===== src/rtl/regport_pkg.sv =====
package regport_pkg;

    typedef enum logic [1:0] {
        RB_RW   = 2'd0,
        RB_WO   = 2'd1,
        RB_NONE = 2'd2
    } rb_class_e;

    // Address class: read/write below n_rw, write-only up to n_regs, unmapped above.
    function automatic rb_class_e classify(input logic [31:0] a,
                                           input logic [31:0] n_regs,
                                           input logic [31:0] n_rw);
        if (a >= n_regs) return RB_NONE;
        if (a >= n_rw)   return RB_WO;
        return RB_RW;
    endfunction

endpackage


===== src/rtl/regport_sync.sv =====
module regport_sync #(
    parameter int              W       = 4,
    parameter logic [W-1:0]    RST_VAL = '1
) (
    input  logic         clk,
    input  logic         rst_n,
    input  logic [W-1:0] async_i,
    output logic [W-1:0] sync_o
);

    typedef struct packed {
        logic [W-1:0] s1;
        logic [W-1:0] s2;
    } sync_t;

    sync_t st_d, st_q;

    always_comb begin
        st_d    = st_q;
        st_d.s1 = async_i;
        st_d.s2 = st_q.s1;
    end

    always_ff @(posedge clk or negedge rst_n) begin
        if (!rst_n) begin
            st_q.s1 <= RST_VAL;
            st_q.s2 <= RST_VAL;
        end else begin
            st_q <= st_d;
        end
    end

    assign sync_o = st_q.s2;

endmodule


===== src/rtl/regport_strobe.sv =====
module regport_strobe (
    input  logic clk,
    input  logic rst_n,
    input  logic we_s_n,
    input  logic re_s_n,
    input  logic cs_s_n,
    input  logic mode_s,
    output logic wr_fire,
    output logic rd_act
);

    typedef struct packed {
        logic we_prev;
    } strobe_t;

    strobe_t st_d, st_q;
    logic    port_on;

    always_comb begin
        port_on = !mode_s && !cs_s_n;
        rd_act  = port_on && !re_s_n;
        // Capture needs a high-to-low WE step with the read strobe released.
        wr_fire = port_on && re_s_n && st_q.we_prev && !we_s_n;
        st_d         = st_q;
        st_d.we_prev = we_s_n;
    end

    always_ff @(posedge clk or negedge rst_n) begin
        if (!rst_n) begin
            st_q.we_prev <= 1'b1;
        end else begin
            st_q <= st_d;
        end
    end

endmodule


===== src/rtl/regport_bank.sv =====
module regport_bank
    import regport_pkg::*;
#(
    parameter int               ADDR_W   = 8,
    parameter int               DATA_W   = 8,
    parameter int               NUM_REGS = 16,
    parameter int               NUM_WO   = 4,
    parameter logic [DATA_W-1:0] RST_VAL = '0
) (
    input  logic                         clk,
    input  logic                         rst_n,
    input  logic                         wr_fire,
    input  logic [ADDR_W-1:0]            wr_addr,
    input  logic [DATA_W-1:0]            wr_data,
    input  logic                         commit,
    input  logic [ADDR_W-1:0]            rd_addr,
    output logic [NUM_REGS*DATA_W-1:0]   first_flat,
    output logic [NUM_REGS*DATA_W-1:0]   active_flat,
    output logic [DATA_W-1:0]            rd_value
);

    localparam int NUM_RW = NUM_REGS - NUM_WO;
    localparam int IDX_W  = (NUM_REGS > 1) ? $clog2(NUM_REGS) : 1;

    typedef struct packed {
        logic [NUM_REGS-1:0][DATA_W-1:0] first;
        logic [NUM_REGS-1:0][DATA_W-1:0] active;
    } bank_t;

    bank_t      st_d, st_q;
    rb_class_e  wr_cls, rd_cls;
    logic [IDX_W-1:0] wr_idx, rd_idx;

    always_comb begin
        wr_cls = classify(32'(wr_addr), 32'(NUM_REGS), 32'(NUM_RW));
        rd_cls = classify(32'(rd_addr), 32'(NUM_REGS), 32'(NUM_RW));
        wr_idx = wr_addr[IDX_W-1:0];
        rd_idx = rd_addr[IDX_W-1:0];

        st_d = st_q;
        // Commit samples holding values as they stood before this cycle's write.
        if (commit) begin
            st_d.active = st_q.first;
        end
        if (wr_fire && (wr_cls != RB_NONE)) begin
            st_d.first[wr_idx] = wr_data;
        end

        rd_value = '0;
        if (rd_cls == RB_RW) begin
            rd_value = st_q.active[rd_idx];
        end
    end

    always_ff @(posedge clk or negedge rst_n) begin
        if (!rst_n) begin
            st_q.first  <= {NUM_REGS{RST_VAL}};
            st_q.active <= {NUM_REGS{RST_VAL}};
        end else begin
            st_q <= st_d;
        end
    end

    generate
        for (genvar k = 0; k < NUM_REGS; k++) begin : g_flat
            assign first_flat[k*DATA_W +: DATA_W]  = st_q.first[k];
            assign active_flat[k*DATA_W +: DATA_W] = st_q.active[k];
        end
    endgenerate

endmodule


===== src/rtl/parbus_regport.sv =====
module parbus_regport #(
    parameter int               ADDR_W   = 8,
    parameter int               DATA_W   = 8,
    parameter int               NUM_REGS = 16,
    parameter int               NUM_WO   = 4,
    parameter logic [DATA_W-1:0] RST_VAL = '0
) (
    input  logic                       clk,
    input  logic                       rst_n,
    input  logic                       ser_sel,
    input  logic                       cs_n,
    input  logic                       we_n,
    input  logic                       re_n,
    input  logic [ADDR_W-1:0]          addr_i,
    input  logic [DATA_W-1:0]          data_i,
    input  logic                       commit,
    output logic [DATA_W-1:0]          data_out,
    output logic                       data_oe,
    output logic [NUM_REGS*DATA_W-1:0] active_regs
);

    localparam int CTRL_W = 4;

    logic [CTRL_W-1:0] ctrl_raw, ctrl_s;
    logic              mode_s, cs_s_n, re_s_n, we_s_n;
    logic              wr_fire, rd_act;
    logic [DATA_W-1:0] rd_value;
    logic [NUM_REGS*DATA_W-1:0] first_flat;

    assign ctrl_raw = {ser_sel, cs_n, re_n, we_n};

    regport_sync #(
        .W       (CTRL_W),
        .RST_VAL ({CTRL_W{1'b1}})
    ) u_sync (
        .clk     (clk),
        .rst_n   (rst_n),
        .async_i (ctrl_raw),
        .sync_o  (ctrl_s)
    );

    assign {mode_s, cs_s_n, re_s_n, we_s_n} = ctrl_s;

    regport_strobe u_strobe (
        .clk     (clk),
        .rst_n   (rst_n),
        .we_s_n  (we_s_n),
        .re_s_n  (re_s_n),
        .cs_s_n  (cs_s_n),
        .mode_s  (mode_s),
        .wr_fire (wr_fire),
        .rd_act  (rd_act)
    );

    regport_bank #(
        .ADDR_W   (ADDR_W),
        .DATA_W   (DATA_W),
        .NUM_REGS (NUM_REGS),
        .NUM_WO   (NUM_WO),
        .RST_VAL  (RST_VAL)
    ) u_bank (
        .clk         (clk),
        .rst_n       (rst_n),
        .wr_fire     (wr_fire),
        .wr_addr     (addr_i),
        .wr_data     (data_i),
        .commit      (commit),
        .rd_addr     (addr_i),
        .first_flat  (first_flat),
        .active_flat (active_regs),
        .rd_value    (rd_value)
    );

    typedef struct packed {
        logic              oe;
        logic [DATA_W-1:0] dout;
    } out_t;

    out_t out_d, out_q;

    always_comb begin
        out_d      = out_q;
        out_d.oe   = rd_act;
        out_d.dout = rd_act ? rd_value : '0;
    end

    always_ff @(posedge clk or negedge rst_n) begin
        if (!rst_n) begin
            out_q.oe   <= 1'b0;
            out_q.dout <= '0;
        end else begin
            out_q <= out_d;
        end
    end

    assign data_oe  = out_q.oe;
    assign data_out = out_q.dout;

endmodule


===== config.mk =====
export PLATFORM = sky130hd
export DESIGN_NAME = parbus_regport
export DESIGN_NICKNAME = d
export VERILOG_FILES = /design/src/rtl/regport_pkg.sv /design/src/rtl/regport_sync.sv /design/src/rtl/regport_strobe.sv /design/src/rtl/regport_bank.sv /design/src/rtl/parbus_regport.sv
export SDC_FILE = /design/constraint.sdc
export NUM_CORES = 1
export LEC_CHECK = 0
export CAP_MARGIN = 5
export CELL_PAD_IN_SITES_DETAIL_PLACEMENT = 1
export CELL_PAD_IN_SITES_GLOBAL_PLACEMENT = 1
export CORE_ASPECT_RATIO = 2
export CORE_MARGIN = 2
export CORE_UTILIZATION = 49
export DETAILED_ROUTE_END_ITERATION = 6
export HOLD_SLACK_MARGIN = 0.05
export PLACE_DENSITY_LB_ADDON = 0.1
export RECOVER_POWER = 100
export SLEW_MARGIN = 25
export SYNTH_ARGS = -nofsm -noshare
export SYNTH_HDL_FRONTEND = slang
export SYNTH_SLANG_ARGS = --single-unit

===== constraint.sdc =====
create_clock -name clk -period 3.8 [get_ports clk]
set_input_delay 1.14 -clock clk [delete_from_list [all_inputs] [get_ports clk]]
set_output_delay 1.14 -clock clk [all_outputs]
set_load 0.02 [all_outputs]

==> flow_summary.yaml <==
floorplanning:
  initial_core_util_pct: 49.97
  core_area_mm2: 0.02216
  rows: 77
  num_io_pins: 160
  die-area_mm2: 0.02389
  die_w_um: 110.3
  die_h_um: 216.6
critical_path:
  required_ns: 4.21
  critical-path-top-delay-family: "buffers and inverters"
  worst_r2r_startpoint: "u_sync.sync_o[2]"
  worstSetupEndpointType: "flop"
  path_buf_inv: 3
  cp_slowest_stage_delay_ns: 0.62
  cp_max_fo: 20
  critPathKind: "in2reg"
  start_kind: "input pin"
  slowest_stage: "clkbuf_1"
  cp.arrival_ns: 3.75
  worstSetupStartpoint: "addr_i[2]"
  crit_chain: "clkdlybuf4s50_1 -> buf_4 -> clkbuf_1 -> nand2b_1 -> nor4_4 -> mux2_2"
sta:
  finalSetupViolCount: 0
  post-route-min-period_ns: 3.342
  hold_viol_final: 0
  rsz0062_at_grt: "false"
  fmax_ghz: 0.2992
  final_max_slew_viol_count: 92
  relSlewSlack_pct: -61.62
  setup_tns_ns: 0
  fin_skew_ns: 0.01143
  fin_crit_sh_pct: 87.95
  tightest_slew_ns: 2.424
placement:
  dp_hpwl_um: 19740
  dpl_cell_area_mm2: 0.01304
  place_inst: 1108
  io_buffers: 159
  routabilityCongestion: 0.7819
min_path:
  hold_start: "u_sync.st_d[2]"
  hold_class: "reg2reg"
yosys:
  synth_edf_count: 0
  synth_most_common_cell: "dfrtp_1"
  syn_nets: 716
  synthFlopType: "dfrtp_1"
  ys_ff_latch: 274
  yosys_warnings: 0
  yosys.area.top_type: "dfrtp_1"
  syn-cell-area_mm2: 0.01107
  synthCells: 693
  post_synth_num_cell_types: 24
  synth_commonest_cells: "dfrtp_1, mux2_2, clkbuf_1"
  synth.area.top_cells: "dfrtp_1, mux2_2, mux2i_1"
  synth_top_area_share_pct: 59.89
  yosysSeqAreaShare_pct: 62.03
  synthArstFlopShare_pct: 100.0
  synth_area_per_cell_um2: 15.98
power_and_ir_drop:
  power.leakage_nw: 7.163
  vdd_ir_drop_max_mv: 0.3617
  powerDensity_mw_per_mm2: 417.7
layout:
  diodes: 0
  final_cells: 1150
  syn_to_final_growth_pct: 24.29
  nFillCells: 2063
  layout-drive-gt1-share_pct: 38.44
  final_area_mm2: 0.01376
  layout.nets: 882
clock_tree:
  cts_resized: 0
  clock_path_buffers: 3
  cts_buffers: 25
  cts_sinks: 274
  clkTransAtPathRegs_ns: 0.07
  clkLatencyLatePin_ns: 0.53
  cts_hold_buf: 0
  cts_setup_buffers: 0
  h-tree-depth: 1
  cts_root_buf: "clkbuf_16"
  cts_tree: "done"
grt:
  grt_start_max_net_pins: 94
  antenna_found_initial: 0
  grt_pass1_wl_um: 44340
  grt_overflow: 0
  grtUsageTotal_pct: 24.97
  grt_pass1_vias: 7474
detailed_routing:
  avgRoutedWirePerCell_um: 24.76
  via_per_inst: 5.694
  drt_iter0_markers: 295
  dr.pass1.iters: 4
  num_vias: 6548
  drc: 0
  drtAntennaViolNets: 0
  wl_um: 28470
job:
  drv_cap: 1
status:
  violations: "max-capacitance violations, max-slew violations"
  status: "finished, violations left"
-- layout make-up --
class | count | area [um^2] | area share, %
tap | 276 | 345.3 | 2.510
clock inverter | 11 | 146.4 | 1.064
sequential | 274 | 6868 | 49.91
multi-input combinational | 378 | 4006 | 29.11
clock buffer | 31 | 668.1 | 4.855
timing repair buffer | 180 | 1727 | 12.55
-- where the power goes --
| group | total, mW | internal (mW) | switching, mW |
|---|---|---|---|
| Clock | 2.52 | 1.45 | 1.07 |
| Combinational | 0.276 | 0.0908 | 0.185 |
| Sequential | 2.95 | 2.94 | 0.0111 |
| Total | 5.75 | 4.48 | 1.27 |
-- worst reg2reg max path: stages (launching register included) --
cell	delay [ns]
dfstp_2	0.37
nor2_1	0.70
nand2_2	0.31
nor4_2	1.04
mux2_2	0.43
-- per-stage QoR --
stage / power, mW / worst slack, ns / hold slack, ns / utilization [%]
after global placement: 3.283 / 0.2569 / 0.3462 / 58.84
after detailed placement: 3.293 / 0.2204 / 0.3472 / 58.84
after global routing: 5.951 / 0.3357 / 0.3633 / 62.10
after CTS: 5.825 / 0.7616 / 0.3575 / 62.52
after floorplan: 3.129 / 1.110 / 0.3452 / -
final: 5.748 / 0.4579 / 0.3557 / 62.10
-- registers in the layout (all words and copies together), names as in the netlist --
| name | flops |
|---|---|
| data_oe | 1 |
| data_out | 8 |
| u_bank.active_flat | 128 |
| u_bank.first_flat | 128 |
| u_strobe.st_q | 1 |
| u_sync.st_d | 4 |
| u_sync.sync_o | 4 |
-- per-layer routing --
metal / vias to the layer above / part of all wire [%] / GRT usage, % / wire [um]
li1: 2861 / - / - / -
met3: 49 / 4.0 / 3.759 / 1140
met5: - / 0 / 0 / 0
met4: 0 / 3.4 / 8.917 / 965
met2: 164 / 56 / 45.52 / 15950
met1: 3474 / 37 / 29.01 / 10420
-- logic make-up after synthesis --
logic type | count (synthesis) | synth area share, %
buffers and inverters | 41 | 1.469
flip-flops | 274 | 62.03
AO/OA/AOI/OAI | 32 | 2.260
AND/OR/NAND/NOR | 50 | 3.594
multiplexers | 296 | 30.65
-- cells in the final DEF (no fill, tap or decap) --
| cell type | netlist | final |
|---|---|---|
| dfrtp_1 | 265 | 265 |
| mux2_2 | 264 | 260 |
| dlygate4sd3_1 | 0 | 142 |
| clkbuf_16 | 0 | 25 |
| mux2i_1 | 24 | 24 |
| clkdlybuf4s50_1 | 0 | 14 |
| clkbuf_1 | 34 | 12 |
| nand2_1 | 10 | 10 |
| buf_4 | 0 | 10 |
| nand4_1 | 9 | 9 |
| mux4_2 | 8 | 8 |
| o21ai_0 | 8 | 8 |
| o21bai_1 | 8 | 8 |
| a221o_1 | 8 | 8 |
| a221oi_1 | 8 | 8 |
| dfstp_2 | 9 | 7 |
| clkinv_2 | 0 | 5 |
| nand2b_1 | 4 | 4 |
| mux2_1 | 0 | 4 |
| nor4_2 | 0 | 4 |
| nor4bb_1 | 4 | 4 |
| nor4b_1 | 4 | 4 |
| clkbuf_2 | 0 | 4 |
| nor4_1 | 3 | 3 |
| bufinv_16 | 0 | 3 |
| nor3_1 | 2 | 2 |
| nor2_1 | 2 | 2 |
| nor4_4 | 6 | 2 |
| nand3b_1 | 2 | 2 |
| nand3_1 | 2 | 2 |
| clkinvlp_4 | 0 | 2 |
| clkbuf_8 | 0 | 2 |
| buf_12 | 0 | 2 |
| dfstp_1 | 0 | 2 |
| nand2_2 | 1 | 1 |
| and3b_1 | 1 | 1 |
| clkinv_8 | 0 | 1 |
-- path summary, 6_finish.rpt --
kind | end | slack (ns) | cells after the start
max | u_bank.first_flat[62] | 0.46 | 6
max in group asynchronous | u_sync.st_d[0] | 1.00 | 2
min in group asynchronous | u_bank.active_flat[34] | 1.33 | 1
min | u_sync.sync_o[2] | 0.36 | 0
max reg2reg | u_bank.first_flat[122] | 0.82 | 4
min reg2reg | u_sync.sync_o[2] | 0.36 | 0
No activity file was read; power rests on OpenSTA's default activity.
